`src/rtl/rle_pkg.sv`:
```
package rle_pkg;
  localparam int unsigned SMP_W = 16;
  localparam int unsigned RUN_W = 8;
  localparam int unsigned PKT_BYTES = (SMP_W + RUN_W) / 8;

  typedef struct packed {
    logic [RUN_W-1:0] cnt;
    logic [SMP_W-1:0] val;
  } pkt_t;
endpackage

```
`src/rtl/rle_run_acc.sv`:
```
module rle_run_acc
  import rle_pkg::*;
(
  input  logic             clk_i,
  input  logic             rst_ni,
  input  logic             take_i,
  input  logic [SMP_W-1:0] data_i,
  input  logic             close_i,
  output logic             emit_o,
  output pkt_t             pkt_o
);
  localparam logic [RUN_W-1:0] CNT_MAX = '1;

  logic [SMP_W-1:0] val_q;
  logic [RUN_W-1:0] cnt_q;
  logic             act_q;
  logic             extend;

  assign extend = act_q && take_i && !close_i && (data_i == val_q) && (cnt_q != CNT_MAX);
  assign emit_o = act_q && ((take_i && !extend) || close_i);
  assign pkt_o  = '{cnt: cnt_q, val: val_q};

  always_ff @(posedge clk_i or negedge rst_ni) begin
    if (!rst_ni) begin
      val_q <= '0;
      cnt_q <= '0;
      act_q <= 1'b0;
    end else if (take_i) begin
      if (extend) begin
        cnt_q <= cnt_q + RUN_W'(1);
      end else begin
        val_q <= data_i;
        cnt_q <= RUN_W'(1);
        act_q <= 1'b1;
      end
    end else if (close_i) begin
      act_q <= 1'b0;
    end
  end
endmodule

```
`src/rtl/rle_unit_ser.sv`:
```
module rle_unit_ser
  import rle_pkg::*;
#(
  parameter int unsigned PKTS = 5
) (
  input  logic                    clk_i,
  input  logic                    rst_ni,
  input  logic                    load_i,
  input  pkt_t                    pkt_i,
  input  logic                    out_ready_i,
  output logic                    out_valid_o,
  output logic [7:0]              out_data_o,
  output logic                    busy_o,
  output logic [$clog2(PKTS)-1:0] pos_o
);
  localparam int unsigned POS_W = $clog2(PKTS);
  localparam int unsigned PH_W  = $clog2(PKT_BYTES + 1);
  localparam logic [PH_W-1:0]  PH_LAST = PH_W'(PKT_BYTES - 1);
  localparam logic [PH_W-1:0]  PH_SEQ  = PH_W'(PKT_BYTES);
  localparam logic [POS_W-1:0] POS_END = POS_W'(PKTS - 1);

  pkt_t            pkt_q;
  logic            full_q;
  logic            last_q;
  logic [PH_W-1:0] ph_q;
  logic [POS_W-1:0] pos_q;
  logic [7:0]      seq_q;
  logic [7:0]      byte_a [PKT_BYTES+1];
  logic            hs;

  for (genvar g = 0; g < PKT_BYTES; g++) begin : g_byte
    assign byte_a[g] = pkt_q[8*g +: 8];
  end
  assign byte_a[PKT_BYTES] = seq_q;

  assign out_valid_o = full_q;
  assign out_data_o  = byte_a[ph_q];
  assign busy_o      = full_q;
  assign pos_o       = pos_q;
  assign hs          = full_q && out_ready_i;

  always_ff @(posedge clk_i or negedge rst_ni) begin
    if (!rst_ni) begin
      pkt_q  <= '0;
      full_q <= 1'b0;
      last_q <= 1'b0;
      ph_q   <= '0;
      pos_q  <= '0;
      seq_q  <= '0;
    end else if (load_i) begin
      pkt_q  <= pkt_i;
      full_q <= 1'b1;
      ph_q   <= '0;
      last_q <= (pos_q == POS_END);
      pos_q  <= (pos_q == POS_END) ? '0 : pos_q + POS_W'(1);
    end else if (hs) begin
      if (ph_q == PH_SEQ) begin
        full_q <= 1'b0;
        seq_q  <= seq_q + 8'd1;
      end else if (ph_q == PH_LAST) begin
        if (last_q) ph_q <= PH_SEQ;
        else        full_q <= 1'b0;
      end else begin
        ph_q <= ph_q + PH_W'(1);
      end
    end
  end
endmodule

```
`src/rtl/rle_packer.sv`:
```
module rle_packer
  import rle_pkg::*;
#(
  parameter int unsigned PKTS_PER_UNIT = 5,
  parameter int unsigned PRE_W         = 32
) (
  input  logic             clk_i,
  input  logic             rst_ni,
  input  logic             smp_valid_i,
  input  logic [15:0]      smp_data_i,
  output logic             smp_ready_o,
  input  logic             trig_i,
  input  logic             flush_i,
  output logic             out_valid_o,
  output logic [7:0]       out_data_o,
  input  logic             out_ready_i,
  output logic             trig_seen_o,
  output logic [PRE_W-1:0] pretrig_pkts_o
);
  localparam int unsigned POS_W = $clog2(PKTS_PER_UNIT);

  logic             busy;
  logic [POS_W-1:0] pos;
  logic             pad_q;
  logic             trig_q;
  logic [PRE_W-1:0] pre_q;
  logic             idle, take, flush_acc, trig_acc, close;
  logic             run_emit, pad_load, load;
  pkt_t             run_pkt, ld_pkt;

  assign idle        = !busy && !pad_q;
  assign smp_ready_o = idle && !flush_i;
  assign take        = smp_valid_i && smp_ready_o;
  assign flush_acc   = flush_i && idle;
  assign trig_acc    = trig_i && !trig_q && smp_ready_o;
  assign close       = flush_acc || trig_acc;
  assign pad_load    = pad_q && !busy && (pos != '0);
  assign load        = run_emit || pad_load;
  assign ld_pkt      = run_emit ? run_pkt : '0;

  rle_run_acc u_run (
    .clk_i   (clk_i),
    .rst_ni  (rst_ni),
    .take_i  (take),
    .data_i  (smp_data_i),
    .close_i (close),
    .emit_o  (run_emit),
    .pkt_o   (run_pkt)
  );

  rle_unit_ser #(.PKTS(PKTS_PER_UNIT)) u_ser (
    .clk_i       (clk_i),
    .rst_ni      (rst_ni),
    .load_i      (load),
    .pkt_i       (ld_pkt),
    .out_ready_i (out_ready_i),
    .out_valid_o (out_valid_o),
    .out_data_o  (out_data_o),
    .busy_o      (busy),
    .pos_o       (pos)
  );

  always_ff @(posedge clk_i or negedge rst_ni) begin
    if (!rst_ni) begin
      pad_q  <= 1'b0;
      trig_q <= 1'b0;
      pre_q  <= '0;
    end else begin
      if (flush_acc)                          pad_q <= 1'b1;
      else if (pad_q && !busy && pos == '0)   pad_q <= 1'b0;
      if (trig_acc) trig_q <= 1'b1;
      // a run closed by the mark itself still counts as pre-trigger
      if (load && !trig_q) pre_q <= pre_q + PRE_W'(1);
    end
  end

  assign trig_seen_o    = trig_q;
  assign pretrig_pkts_o = pre_q;
endmodule

```
`config.mk`:
```
export PLATFORM = sky130hd
export DESIGN_NAME = rle_packer
export DESIGN_NICKNAME = d
export VERILOG_FILES = /design/src/rtl/rle_pkg.sv /design/src/rtl/rle_run_acc.sv /design/src/rtl/rle_unit_ser.sv /design/src/rtl/rle_packer.sv
export SDC_FILE = /design/constraint.sdc
export NUM_CORES = 1
export LEC_CHECK = 0
export BUFFER_PORTS_ARGS = -buffer_cell sky130_fd_sc_hd__buf_2
export CORE_MARGIN = 8
export CORE_UTILIZATION = 55
export CTS_CLUSTER_DIAMETER = 60
export CTS_CLUSTER_SIZE = 12
export DETAILED_ROUTE_END_ITERATION = 6
export HOLD_SLACK_MARGIN = 0.08
export PLACE_DENSITY = 0.77
export SYNTH_ARGS = -nofsm -noshare
export SYNTH_HDL_FRONTEND = slang
export SYNTH_SLANG_ARGS = --single-unit
```
`constraint.sdc`:
```
create_clock -name clk_i -period 3 [get_ports clk_i]
set_input_delay 0.15 -clock clk_i [delete_from_list [all_inputs] [get_ports clk_i]]
set_output_delay 0.15 -clock clk_i [all_outputs]
set_load 0.005 [all_outputs]
```
Word-level counts from Yosys, hierarchy flattened --
Index checks and enable logic that the tools add are counted.
Storage, ports and cells: register bits after elaboration 98, latch bits 0, bits in writable memories 0, ROM bits 0, input port bits 22, logic and storage cells 89, memories kept 0
Cells by class: add/sub/neg operators 5, multipliers 0, divide/modulo/power cells 0, $lt $le $gt $ge 1, equality and inequality tests 9, shift operators 0, muxes and demuxes 21, bitwise gates (word level) 3, reduce and logical (&&, ||, !) cells 37
Operators by type and width (count):
- $add A32 B1 Y32 const B | 1
- $mux W24 | 1
- $mux W8 | 3
- $logic_and A1 B1 Y1 | 17
- $add A8 B1 Y8 const B | 2
- $bmux W8 S2 | 1
- $eq A16 B16 Y1 | 1
- $mux W1 | 10
- $mux W2 | 5
- $reduce_and A3 Y1 | 3
- $ne A8 B8 Y1 const B | 1
- $logic_not A1 Y1 | 6
- $reduce_bool A2 Y1 | 3
- $reduce_bool A3 Y1 | 2
- $eq A2 B2 Y1 const B | 2
- $ne A2 B2 Y1 const B | 2
- $reduce_and A2 Y1 | 2
- $add A3 B1 Y3 const B | 1
- $eq A3 B3 Y1 const B | 1
- $ge A3 B3 Y1 const B | 1
- $logic_not A3 Y1 | 1
- $logic_or A1 B1 Y1 | 3
- $mux W3 | 1
- $ne A3 B2 Y1 const B | 1
- other kinds (4) | 5

Longest topological paths before layout --
Gate-level depths: netlist (run 1).
depth after elaboration 16, depth in mapped cells 10, gate-level depth less buffers 9

Hierarchy --
A second synthesis (run 1) with hierarchy kept.
Unflattened totals: cells, all modules 427, area total of the unflattened synthesis 4974.8 µm²
By module, submodules not included:
- rle_packer | instances 1, cells each 193, area an instance 1890.6 µm², seq. area each 850.8 µm²
- rle_unit_ser | instances 1, cells each 131, area an instance 1845.5 µm², seq. area each 975.9 µm²
- rle_run_acc | instances 1, cells each 103, area an instance 1238.7 µm², seq. area each 625.6 µm²

Least setup slack after synthesis (run 1) --
Ideal clock, no wire load.
path type register to register, from register u_run.val_q[9], to register pre_q[1] (netlist: pretrig_pkts_o[1]), library setup time 0.125 ns, arrival 2.204 ns, data required time 2.875 ns, slack 0.671 ns, stages on the path, launching flop included 8, period minus slack after synthesis 2.329 ns, path through dfrtp_1 -> xnor2_1 -> nor4bb_1 -> or4b_4 -> nor4_4 -> nor2b_2 -> buf_6 -> mux2_4
On the way: word-level cells in the longest chain between the ends 9
RTL lines:
- start: declaration | line rle_run_acc.sv:14 | logic [SMP_W-1:0] val_q;
- start signal: assignment | line rle_run_acc.sv:32 | val_q <= data_i;
- $eq A16 B16 Y1 | line rle_run_acc.sv:19 | assign extend = act_q && take_i && !close_i && (data_i == val_q) && (cnt_q != CNT_MAX);
- $logic_and A1 B1 Y1 (2 in a row) | line rle_run_acc.sv:19
- $logic_not A1 Y1 | line rle_run_acc.sv:20 | assign emit_o = act_q && ((take_i && !extend) || close_i);
- $logic_and A1 B1 Y1 | line rle_run_acc.sv:20
- $logic_or A1 B1 Y1 | line rle_run_acc.sv:20
- $logic_and A1 B1 Y1 | line rle_run_acc.sv:20
- $logic_or A1 B1 Y1 | line rle_packer.sv:38 | assign load = run_emit || pad_load;
- $logic_and A1 B1 Y1 | line rle_packer.sv:73 | if (load && !trig_q) pre_q <= pre_q + PRE_W'(1);
- end signal: assignment | line rle_packer.sv:73
- end: declaration | line rle_packer.sv:26 | logic [PRE_W-1:0] pre_q;
Every way passes these cells. A chain may end at the register's enable or synchronous reset.

Worst setup path in the final report (run 1) --
from register u_run.cnt_q[1], to register u_ser.pkt_q, in the netlist u_ser.byte_a[30]
On the way: word-level cells in the longest chain between the ends 7, elaborated cells between the ends (all ways) 8, those cells by class 1 x eq/ne; 1 x mux; 6 x reduce/logical
RTL lines:
- start: declaration | line rle_run_acc.sv:15 | logic [RUN_W-1:0] cnt_q;
- start signal: assignment | line rle_run_acc.sv:30 | cnt_q <= cnt_q + RUN_W'(1);
- $ne A8 B8 Y1 * | line rle_run_acc.sv:19
- $logic_and A1 B1 Y1 * | line rle_run_acc.sv:19
- $logic_not A1 Y1 * | line rle_run_acc.sv:20
- $logic_and A1 B1 Y1 * | line rle_run_acc.sv:20
- $logic_or A1 B1 Y1 * | line rle_run_acc.sv:20
- $logic_and A1 B1 Y1 * | line rle_run_acc.sv:20
- $mux W24 / $logic_or A1 B1 Y1 (equally long branches) | line rle_packer.sv:39, rle_packer.sv:38
- end signal: assignment | line rle_unit_ser.sv:51 | pkt_q <= pkt_i;
- end: declaration | line rle_unit_ser.sv:22 | pkt_t pkt_q;
Mark *: on every way between the ends. The rest lies on a longest branch, timed or not.

==> results of run 1 <==
through the flow:
| step | utilization | hold slack, ns | total power (W) | instance area, um2 |
|---|---|---|---|---|
| 5_1_grt | 0.6589 | 0.1477 | 0.004041 | 5662 |
| 3_3_place_gp | 0.6142 | 0.2615 | 0.002882 | 5278 |
| 6_report | 0.6589 | 0.1466 | 0.003782 | 5662 |
| 2_1_floorplan | - | -0.1456 | 0.002563 | 4803 |
| 4_1_cts | 0.6589 | 0.1324 | 0.003817 | 5662 |
| 3_5_place_dp | 0.6142 | 0.2598 | 0.002937 | 5278 |
path summary, 6_finish.rpt:
check	from	endpoint	slack (ns)	cells after the start
max	u_run.cnt_q[1]	u_ser.byte_a[30]	0.55	10
min	out_ready_i	u_ser.busy_o	0.15	4
max reg2reg	u_run.cnt_q[1]	u_ser.byte_a[30]	0.55	10
min reg2reg	pretrig_pkts_o[31]	pretrig_pkts_o[31]	0.48	1
max in group asynchronous	rst_ni	u_ser.pos_o[2]	1.81	3
min in group asynchronous	rst_ni	u_ser.seq_q[5]	0.39	2
cell families (layout without fill, tap and decap cells):
logic type,after synthesis,after routing,share of synthesized area
adders and majority gates,7,7,0.01823
AOI/OAI and AO/OA,62,62,0.07789
and+or+nand+nor,181,181,0.1813
xor gates and xnor gates,56,56,0.1021
buffers and inverters,27,120,0.02318
muxes,29,29,0.08674
DFF,98,98,0.5105
state kept, by name (all words and copies together), names as in the netlist:
| register | flops |
|---|---|
| pad_q | 1 |
| pretrig_pkts_o | 32 |
| trig_seen_o | 1 |
| u_run.act_q | 1 |
| u_run.cnt_q | 8 |
| u_run.val_q | 16 |
| u_ser.busy_o | 1 |
| u_ser.byte_a | 24 |
| u_ser.last_q | 1 |
| u_ser.ph_q | 2 |
| u_ser.pos_o | 3 |
| u_ser.seq_q | 8 |
per-layer routing:
metal / global-route usage / wire (um) / up-vias
li1: - / - / 1780
met3: 0.02989 / 417 / 16
met1: 0.2481 / 4905 / 1818
met4: 0.07136 / 169 / 0
met2: 0.3454 / 5624 / 90
met5: 0 / 0 / -
worst register-to-register path: cells and delay by family, from the launching register on:
family / cells / cell delay, ns
simple gates: 5 / 0.91
buf+inv: 2 / 0.58
flops: 1 / 0.43
fa+ha+maj: 1 / 0.22
compound gates: 2 / 0.22
where the power goes:
| group | switching, W | total (W) | internal [W] |
|---|---|---|---|
| combinational | 0.000556 | 0.00106 | 0.000499 |
| clock | 0.000447 | 0.000855 | 0.000408 |
| sequential | 0.000293 | 0.00187 | 0.00158 |
| total | 0.00130 | 0.00378 | 0.00249 |
cells in the mapped netlist, types with 3 or more instances:
library cell   n  area share
inv_1         11      0.0086
a31oi_1        3      0.0039
nand3_1       16       0.017
and2_1         7      0.0091
o21ai_1        8      0.0083
o21ai_0       25       0.026
mux2i_1        3      0.0063
dfrtp_1       98        0.51
xor2_1        34       0.062
a21oi_1        8      0.0083
nor2_1        26       0.020
ha_1           7       0.018
xnor2_1       22       0.040
and3_1         8       0.010
nor3_1        14       0.015
nand2_1       79       0.062
clkbuf_1      12      0.0094
nor4_1         4      0.0052
mux4_2         8       0.038
mux2_2        11       0.026
mux2_1         6       0.014
nand4_1       14       0.018
placed cells by master, fill, tap and decap left out, types with 14 or more instances in the layout:
| cell type | count |
|---|---|
| buf_2 | 63 |
| dfrtp_1 | 98 |
| dlygate4sd3_1 | 18 |
| nand2_1 | 79 |
| nand3_1 | 16 |
| nand4_1 | 14 |
| nor2_1 | 26 |
| nor3_1 | 14 |
| o21ai_0 | 25 |
| xnor2_1 | 22 |
| xor2_1 | 34 |
cell type report:
cell class / count / area share
clock buffers: 10 / 0.02431
multi-input cells: 335 / 0.3962
clock inverters: 6 / 0.01171
repair buffers: 93 / 0.1034
flip-flops and latches: 98 / 0.4331
inverters: 11 / 0.007293
well taps: 108 / 0.02387
==> impl_metrics.py, run 1 <==
metrics = {
    "clock_network": {
        "tritoncts": "done",
        "root_buffer": "clkbuf_8",
        "clockBufferDepth": 2,
        "clkSlewWorstSetupHoldPaths_ns": 0.10,
        "cts_htree_levels": 3,
        "postCtsSetupBuffers": 0,
        "cts.hold.buffers_added": 18,
        "cts_buffers": 9,
        "clock_latency_ns": 0.35,
        "ctsResizeCount": 0,
        "cts_sinks": 98,
    },
    "worst_setup_path": {
        "start_kind": "flip-flop",
        "worstPathBufferInverterCount": 2,
        "critPathSlowestCell": "dfrtp_1",
        "worstPathCellList": "ha_1 -> nand3_1 -> nor2_1 -> a31oi_1 -> nand4_1 -> buf_4 -> and2_1 -> buf_4 -> nand2_1 -> o21ai_0",
        "cp_slowest_stage_delay_ns": 0.43,
        "critical-path-top-delay-family": "simple AND/OR/NAND/NOR gates",
        "worstPathRequired_ns": 3.28,
        "critical_path_class": "reg2reg",
        "cp.arrival_ns": 2.73,
        "cp_common_cell": "buf_4",
        "cp_max_fo": 48,
        "setup.worst_path.end_class": "flip-flop",
    },
    "drt": {
        "vias": 3704,
        "wl_um": 11120,
        "first_iter_violations": 231,
        "viasPerCell": 5.604,
        "drtPass1Iterations": 5,
        "drc": 0,
        "postRouteAntennaNets": 0,
        "avgRoutedWirePerCell_um": 16.82,
    },
    "finish": {
        "area_delta_synth_final_pct": 17.87,
        "fillCellCount": 695,
        "multiInputGateArea_um2": 2243,
        "diodes": 0,
        "final_nets": 577,
        "drive_gt1_frac": 0.2116,
        "regArea_um2": 2452,
        "instances_no_fill": 661,
    },
    "die": {
        "fp.dieArea_um2": 11980,
        "fp.dieW_um": 109.5,
        "fp.dieH_um": 109.5,
        "ios": 65,
        "core_um2": 8593,
        "rows": 34,
        "initial_core_util": 0.5590,
    },
    "grt": {
        "grt_pass1_vias": 4003,
        "grt_remaining_overflow": 0,
        "grt_first_pass_wirelength_um": 19000,
        "gr-usage-all-layers": 0.1995,
        "grt_max_degree": 59,
        "antenna_found_initial": 0,
    },
    "synth": {
        "syn_area_per_cell_um2": 10.44,
        "ys.flop_type": "dfrtp_1",
        "synth_fp_nets": 489,
        "synth-edff-count": 0,
        "ys_types": 48,
        "synthArstFlopShare": 1.000,
        "yosysSeqAreaShare": 0.5105,
        "yosys_warnings": 0,
        "synthesis.area_um2": 4803,
        "ys_seq_elements": 98,
        "netlist_instances": 460,
    },
    "outcome": {
        "status": "complete, no violations",
    },
    "sta": {
        "hold_violations": 0,
        "setup_viol": 0,
        "max_slew_margin": 0.5123,
        "grt_setup_unrepaired": "false",
        "worst_pin_slew_ns": 0.7315,
        "setup_slack_ns": 0.5521,
        "max_freq_ghz": 0.4085,
        "fin_crit_ns": 2.448,
        "post-route-period-util": 0.8160,
        "maxSlewViolCount": 0,
        "fin_setup_tns_ns": 0,
        "finClkSkew_ns": 0.007887,
    },
    "placement": {
        "place_ws_ns": 0.5997,
        "gp_congestion": 0.8166,
        "dp_cells": 627,
        "hpwlAfterDp_um": 8136,
        "port_buffers": 64,
    },
    "power": {
        "power.leakage_nw": 2.700,
        "power_density_nw_per_um2": 668.0,
        "ir_drop_mv": 0.4165,
    },
    "run": {
        "cap_violations": 0,
    },
    "min_path": {
        "worstHoldPathType": "in2reg",
    },
}
(Power assumes the default switching activity.)
==> inputs of run 2 (changes only) <==
--- a/config.mk
+++ b/config.mk
@@ -7,12 +7,12 @@
 export LEC_CHECK = 0
 export BUFFER_PORTS_ARGS = -buffer_cell sky130_fd_sc_hd__buf_2
 export CORE_MARGIN = 8
-export CORE_UTILIZATION = 55
+export CORE_UTILIZATION = 52
 export CTS_CLUSTER_DIAMETER = 60
 export CTS_CLUSTER_SIZE = 12
 export DETAILED_ROUTE_END_ITERATION = 6
 export HOLD_SLACK_MARGIN = 0.08
-export PLACE_DENSITY = 0.77
+export PLACE_DENSITY = 0.76
 export SYNTH_ARGS = -nofsm -noshare
 export SYNTH_HDL_FRONTEND = slang
 export SYNTH_SLANG_ARGS = --single-unit
==> constraint.sdc (replaced) <==
create_clock -name clk_i -period 2.11 [get_ports clk_i]
set_input_delay 0.1055 -clock clk_i [delete_from_list [all_inputs] [get_ports clk_i]]
set_output_delay 0.1055 -clock clk_i [all_outputs]
set_load 0.005 [all_outputs]
==> run 2 against run 1 <==
  * The run now ends with setup timing left
  * Hold slack got worse by 0.056 ns
  * Final cell count rose by 12%
  * Highest routed layer unchanged
  * Flip-flop and latch count did not move
  * Final area rose by 24%
==> impl_metrics.py, run 2 (synthesis gave the netlist of run 1 again) <==
metrics = {
    "sta": {
        "maxSlewViolCount": 0,
        "setup_slack_ns": -0.2334,
        "hold_violations": 0,
        "post-route-period-util": 1.111,
        "hold_slack_ns": 0.09016,
        "grt_setup_unrepaired": "true",
        "fin_setup_tns_ns": -8.513,
        "worst_pin_slew_ns": 0.5896,
        "max_freq_ghz": 0.4267,
        "fin_crit_ns": 2.343,
        "setup_viol": 82,
        "max_slew_margin": 0.6069,
        "finClkSkew_ns": 0.01955,
    },
    "min_path": {
        "worstHoldPathType": "in2reg",
        "hp-start": "out_ready_i",
    },
    "die": {
        "rows": 35,
        "ios": 65,
        "core_um2": 9109,
        "fp.dieArea_um2": 12570,
        "fp.dieW_um": 112.1,
        "initial_core_util": 0.5273,
        "fp.dieH_um": 112.1,
    },
    "worst_setup_path": {
        "critical_path_class": "reg2reg",
        "setup.worst_path.end_class": "flip-flop",
        "worstPathRequired_ns": 2.40,
        "r2r-start": "u_run.val_q[11]",
        "start_kind": "flip-flop",
        "cp.arrival_ns": 2.63,
        "worstPathBufferInverterCount": 5,
        "cp_max_fo": 7,
        "critical-path-top-delay-family": "buffers and inverters",
        "cp_common_cell": "buf_6",
        "cp_slowest_stage_delay_ns": 0.43,
        "worstPathCellList": "xor2_2 -> buf_4 -> buf_4 -> nor4_1 -> nand4_1 -> buf_6 -> buf_6 -> buf_6 -> o21a_4 -> nand4_1 -> xnor2_1",
        "critPathSlowestCell": "dfrtp_1",
        "cp-startpoint": "u_run.val_q[11]",
    },
    "clock_network": {
        "cts_buffers": 9,
        "cts_htree_levels": 3,
        "tritoncts": "done",
        "clkSlewWorstSetupHoldPaths_ns": 0.11,
        "clockBufferDepth": 2,
        "root_buffer": "clkbuf_8",
        "cts_sinks": 98,
        "clock_latency_ns": 0.38,
    },
    "placement": {
        "port_buffers": 64,
        "gp_congestion": 0.8303,
        "hpwlAfterDp_um": 8484,
    },
    "finish": {
        "layout_common_cells": "dfrtp_1, buf_2, buf_4",
        "fin_util": 0.7721,
        "mostFrequentLayoutCell": "dfrtp_1",
        "diodes": 0,
        "final_nets": 653,
        "area_delta_synth_final_pct": 46.42,
        "drive_gt1_frac": 0.4475,
        "largest_reg_flops": 32,
    },
    "run": {
        "cap_violations": 0,
    },
    "grt": {
        "gr-usage-all-layers": 0.2119,
        "grt_pass1_vias": 4414,
        "grt_first_pass_wirelength_um": 21550,
        "antenna_found_initial": 0,
        "grt_remaining_overflow": 0,
        "grt_max_degree": 44,
    },
    "drt": {
        "viasPerCell": 5.877,
        "wl_um": 15130,
        "first_iter_violations": 380,
        "postRouteAntennaNets": 0,
        "drc": 0,
        "vias": 4343,
        "drtPass1Iterations": 4,
        "avgRoutedWirePerCell_um": 20.47,
    },
    "power": {
        "power.leakage_nw": 3.484,
        "intPower_w": 0.003969,
        "total_power_w": 0.006237,
        "power_density_nw_per_um2": 886.9,
        "ir_drop_mv": 0.5780,
        "clkPwrFrac": 0.187,
        "sequentialPowerShare": 0.419,
        "pwr-share-comb": 0.394,
        "swShare": 0.3636,
        "power.switching_w": 0.002268,
    },
    "outcome": {
        "violations": "setup timing",
        "status": "finished with violations",
    },
}
run 2: layout make-up:
type,count,area (um2)
inverters,11,41.29
fillers,545,2076
clock inverters,4,27.53
repair buffers,167,1408
multi-input cells,337,2813
clock buffers,11,151.4
flip-flops and latches,98,2454
well taps,111,138.9
run 2: timing repair:
action,CTS,global route
cloned,6,8
gates resized for setup,80,98
setup endpoints to repair,81,84
hold endpoints to repair,57,0
hold buffers,18,0
pin swaps,23,44
buffers inserted,13,4
run 2: power groups by stage:
stage          sequential [W]  combinational (W)  clock [W]
6_report              0.00261            0.00246    0.00117
5_1_grt               0.00265            0.00264    0.00125
4_1_cts               0.00256            0.00215    0.00115
3_5_place_dp          0.00259            0.00194          0
3_3_place_gp          0.00257            0.00186          0
2_1_floorplan         0.00256            0.00108          0
run 2: final timing paths:
| check | end | slack (ns) | cells after the start |
|---|---|---|---|
| worst max-delay path | pretrig_pkts_o[11] | -0.23 | 11 |
| worst min-delay path | u_ser.busy_o | 0.09 | 4 |
| worst max register to register | pretrig_pkts_o[11] | -0.23 | 11 |
| worst min register to register | pretrig_pkts_o[31] | 0.47 | 1 |
| max in group asynchronous | u_run.val_q[12] | 1.21 | 3 |
| min in group asynchronous | u_ser.seq_q[4] | 0.27 | 2 |
run 2: worst min-delay path, delay by kind of cell:
family | cells | cell delay, ns
buffers and inverters | 2 | 0.15
AO/OA/AOI/OAI | 1 | 0.08
AND/OR/NAND/NOR | 1 | 0.08
run 2: through the flow:
| step | cell area, um2 | instances | setup WS [ns] |
|---|---|---|---|
| floorplan | 4808 | 460 | -0.1092 |
| global placement | 5664 | 676 | -0.09661 |
| detailed placement | 5664 | 676 | -0.1903 |
| CTS | 6501 | 728 | -0.1039 |
| global route | 7033 | 739 | -0.2652 |
| finish | 7033 | 739 | -0.2334 |
run 2: routing by layer:
metal  track usage  wire, um  vias to the layer above
met2        0.3613      7867                      177
met5             0         0                        -
li1              -         -                     1938
met1        0.2555      6055                     2190
met4       0.09532       505                        0
met3       0.03972       697                       38
==> inputs of run 3 (changes only) <==
--- a/config.mk
+++ b/config.mk
@@ -11,6 +11,7 @@
 export CTS_CLUSTER_DIAMETER = 60
 export CTS_CLUSTER_SIZE = 12
 export DETAILED_ROUTE_END_ITERATION = 6
+export GPL_TIMING_DRIVEN = 0
 export HOLD_SLACK_MARGIN = 0.08
 export PLACE_DENSITY = 0.76
 export SYNTH_ARGS = -nofsm -noshare
==> run 3 against run 2 <==
  * The run still ends with setup timing left
  * Total power is 3.8% lower
  * Worst setup slack better by 0.020 ns
  * Final area is 8.9% lower
  * Routed wire length is 11% lower
  * Combinational power is 16% lower
  * First-iteration DRC count is 43% lower
  * Global-route usage is 0.69 points lower
  * Clock power is 13% higher
  * Sequential power hardly changed
  * Sequential share of layout area is 3.4 points higher
  * Die area stayed put
  * Clock skew is 0.0051 ns lower
  * Largest cell class unchanged
  * Largest power group unchanged
==> impl_metrics.py, run 3 (synthesis gave the netlist of run 1 again) <==
metrics = {
    "placement": {
        "port_buffers": 64,
        "hpwlAfterDp_um": 8318,
        "dp_cells": 636,
        "gp_congestion": 0.8298,
    },
    "worst_setup_path": {
        "critical_path_class": "reg2reg",
        "cp_slowest_stage_delay_ns": 0.52,
        "start_kind": "flip-flop",
        "cp_max_fo": 7,
        "critPathSlowestCell": "or4b_4",
        "critical-path-top-delay-family": "simple AND/OR/NAND/NOR gates",
        "setup.worst_path.end_class": "flip-flop",
        "worstPathCellList": "xor2_1 -> nor4bb_1 -> or4b_4 -> nor4_4 -> buf_6 -> nor2b_4 -> mux2_4",
        "worstPathBufferInverterCount": 1,
        "worstPathRequired_ns": 2.36,
        "cp.arrival_ns": 2.58,
    },
    "finish": {
        "largest_reg_flops": 32,
        "area_delta_synth_final_pct": 33.39,
        "instances_no_fill": 704,
        "drive_gt1_frac": 0.3626,
        "final_nets": 618,
        "mostFrequentLayoutCell": "dfrtp_1",
        "layout_common_cells": "dfrtp_1, nand2_1, buf_2",
        "regArea_um2": 2456,
        "multiInputGateArea_um2": 2576,
        "diodes": 0,
        "fillCellCount": 664,
    },
    "sta": {
        "grt_setup_unrepaired": "true",
        "max_slew_margin": 0.5127,
        "setup_viol": 55,
        "worst_pin_slew_ns": 0.7196,
        "hold_violations": 0,
        "post-route-period-util": 1.101,
        "hold_slack_ns": 0.08501,
        "maxSlewViolCount": 0,
        "finClkSkew_ns": 0.01446,
        "fin_setup_tns_ns": -4.452,
        "setup_slack_ns": -0.2130,
        "max_freq_ghz": 0.4305,
        "fin_crit_ns": 2.323,
    },
    "clock_network": {
        "tritoncts": "done",
        "root_buffer": "clkbuf_8",
        "cts_htree_levels": 3,
        "clock_latency_ns": 0.36,
        "cts_sinks": 98,
        "clkSlewWorstSetupHoldPaths_ns": 0.09,
        "clockBufferDepth": 2,
        "cts_buffers": 9,
    },
    "power": {
        "power_density_nw_per_um2": 936.6,
        "power.leakage_nw": 2.987,
        "ir_drop_mv": 0.5535,
    },
    "grt": {
        "grt_first_pass_wirelength_um": 21000,
        "grt_pass1_vias": 4368,
        "grt_remaining_overflow": 0,
        "grt_max_degree": 63,
        "antenna_found_initial": 0,
        "gr-usage-all-layers": 0.2049,
    },
    "min_path": {
        "worstHoldPathType": "in2reg",
    },
    "drt": {
        "first_iter_violations": 216,
        "wl_met1_um": 5307,
        "drc": 0,
        "avgRoutedWirePerCell_um": 19.21,
        "drtPass1Iterations": 5,
        "viasPerCell": 5.804,
        "wl_um": 13520,
        "vias": 4086,
        "postRouteAntennaNets": 0,
        "wl_met2_um": 7020,
        "wl_met3_um": 774,
        "top_layer": "met4",
    },
    "die": {
        "initial_core_util": 0.5273,
        "rows": 35,
        "ios": 65,
        "fp.dieW_um": 112.1,
        "core_um2": 9109,
        "fp.dieArea_um2": 12570,
        "fp.dieH_um": 112.1,
    },
    "run": {
        "cap_violations": 0,
    },
    "outcome": {
        "status": "finished with violations",
        "violations": "setup timing",
    },
}
-- run 3: changes by cell type in the layout (fill, tap and decap cells not counted), sizes merged --
cell | before | now
and2 | 9 | 8
o21bai | 1 | 2
bufinv | 0 | 2
buf | 145 | 108
clkbuf | 15 | 16
clkinvlp | 3 | 2
-- run 3: per-stage QoR --
stage / util / setup WS, ns / power (W) / instance area, um2
after floorplan: - / -0.1092 / 0.003644 / 4808
after global placement: 0.5783 / -0.5385 / 0.004063 / 5268
after detailed placement: 0.5816 / -0.5814 / 0.004163 / 5298
after CTS: 0.6703 / -0.1597 / 0.005807 / 6106
after global routing: 0.7034 / -0.3449 / 0.006322 / 6407
final: 0.7034 / -0.2130 / 0.006001 / 6407
-- run 3: layout make-up --
type | count | share of cell area
plain buffers | 12 | 0.01933
clock buffers | 10 | 0.01992
clock inverters | 5 | 0.01250
inverters | 11 | 0.006444
multi-input cells | 337 | 0.4021
flip-flops and latches | 98 | 0.3833
well taps | 111 | 0.02168
repair buffers | 120 | 0.1347
-- run 3: layer usage --
metal | global-route usage | vias up
li1 | - | 1859
met4 | 0.07284 | 0
met3 | 0.05368 | 34
met2 | 0.3585 | 161
met1 | 0.2372 | 2032
met5 | 0 | -
-- run 3: worst paths after layout --
kind                                          from            endpoint  slack (ns)  depth (start not counted)
worst max-delay path               u_run.val_q[11]   pretrig_pkts_o[1]       -0.21                          7
worst min-delay path                   out_ready_i        u_ser.busy_o        0.09                          4
worst max register to register     u_run.val_q[11]   pretrig_pkts_o[1]       -0.21                          7
worst min register to register  pretrig_pkts_o[31]  pretrig_pkts_o[31]        0.47                          1
max in group asynchronous                   rst_ni      u_run.cnt_q[5]        1.17                          3
min in group asynchronous                   rst_ni      u_ser.seq_q[4]        0.24                          2
-- run 3: repair_timing --
action	CTS	global route
pin swaps	20	21
cloned	1	2
endpoints found under the hold margin	53	0
endpoints found under the setup margin	90	85
setup buffers	27	9
gates resized for setup	64	65
hold buffers	18	0
-- run 3: worst register-to-register path: stages (launching register included) --
cell      delay (ns)
dfrtp_1         0.41
xor2_1          0.17
nor4bb_1        0.31
or4b_4          0.52
nor4_4          0.27
buf_6           0.17
nor2b_4         0.07
mux2_4          0.30
-- run 3: where the power goes --
| group | leakage (nW) | switching, W | internal (W) |
|---|---|---|---|
| clock network | 0.0984 | 0.000657 | 0.000660 |
| logic | 1.59 | 0.00103 | 0.00103 |
| registers | 1.30 | 0.000373 | 0.00225 |
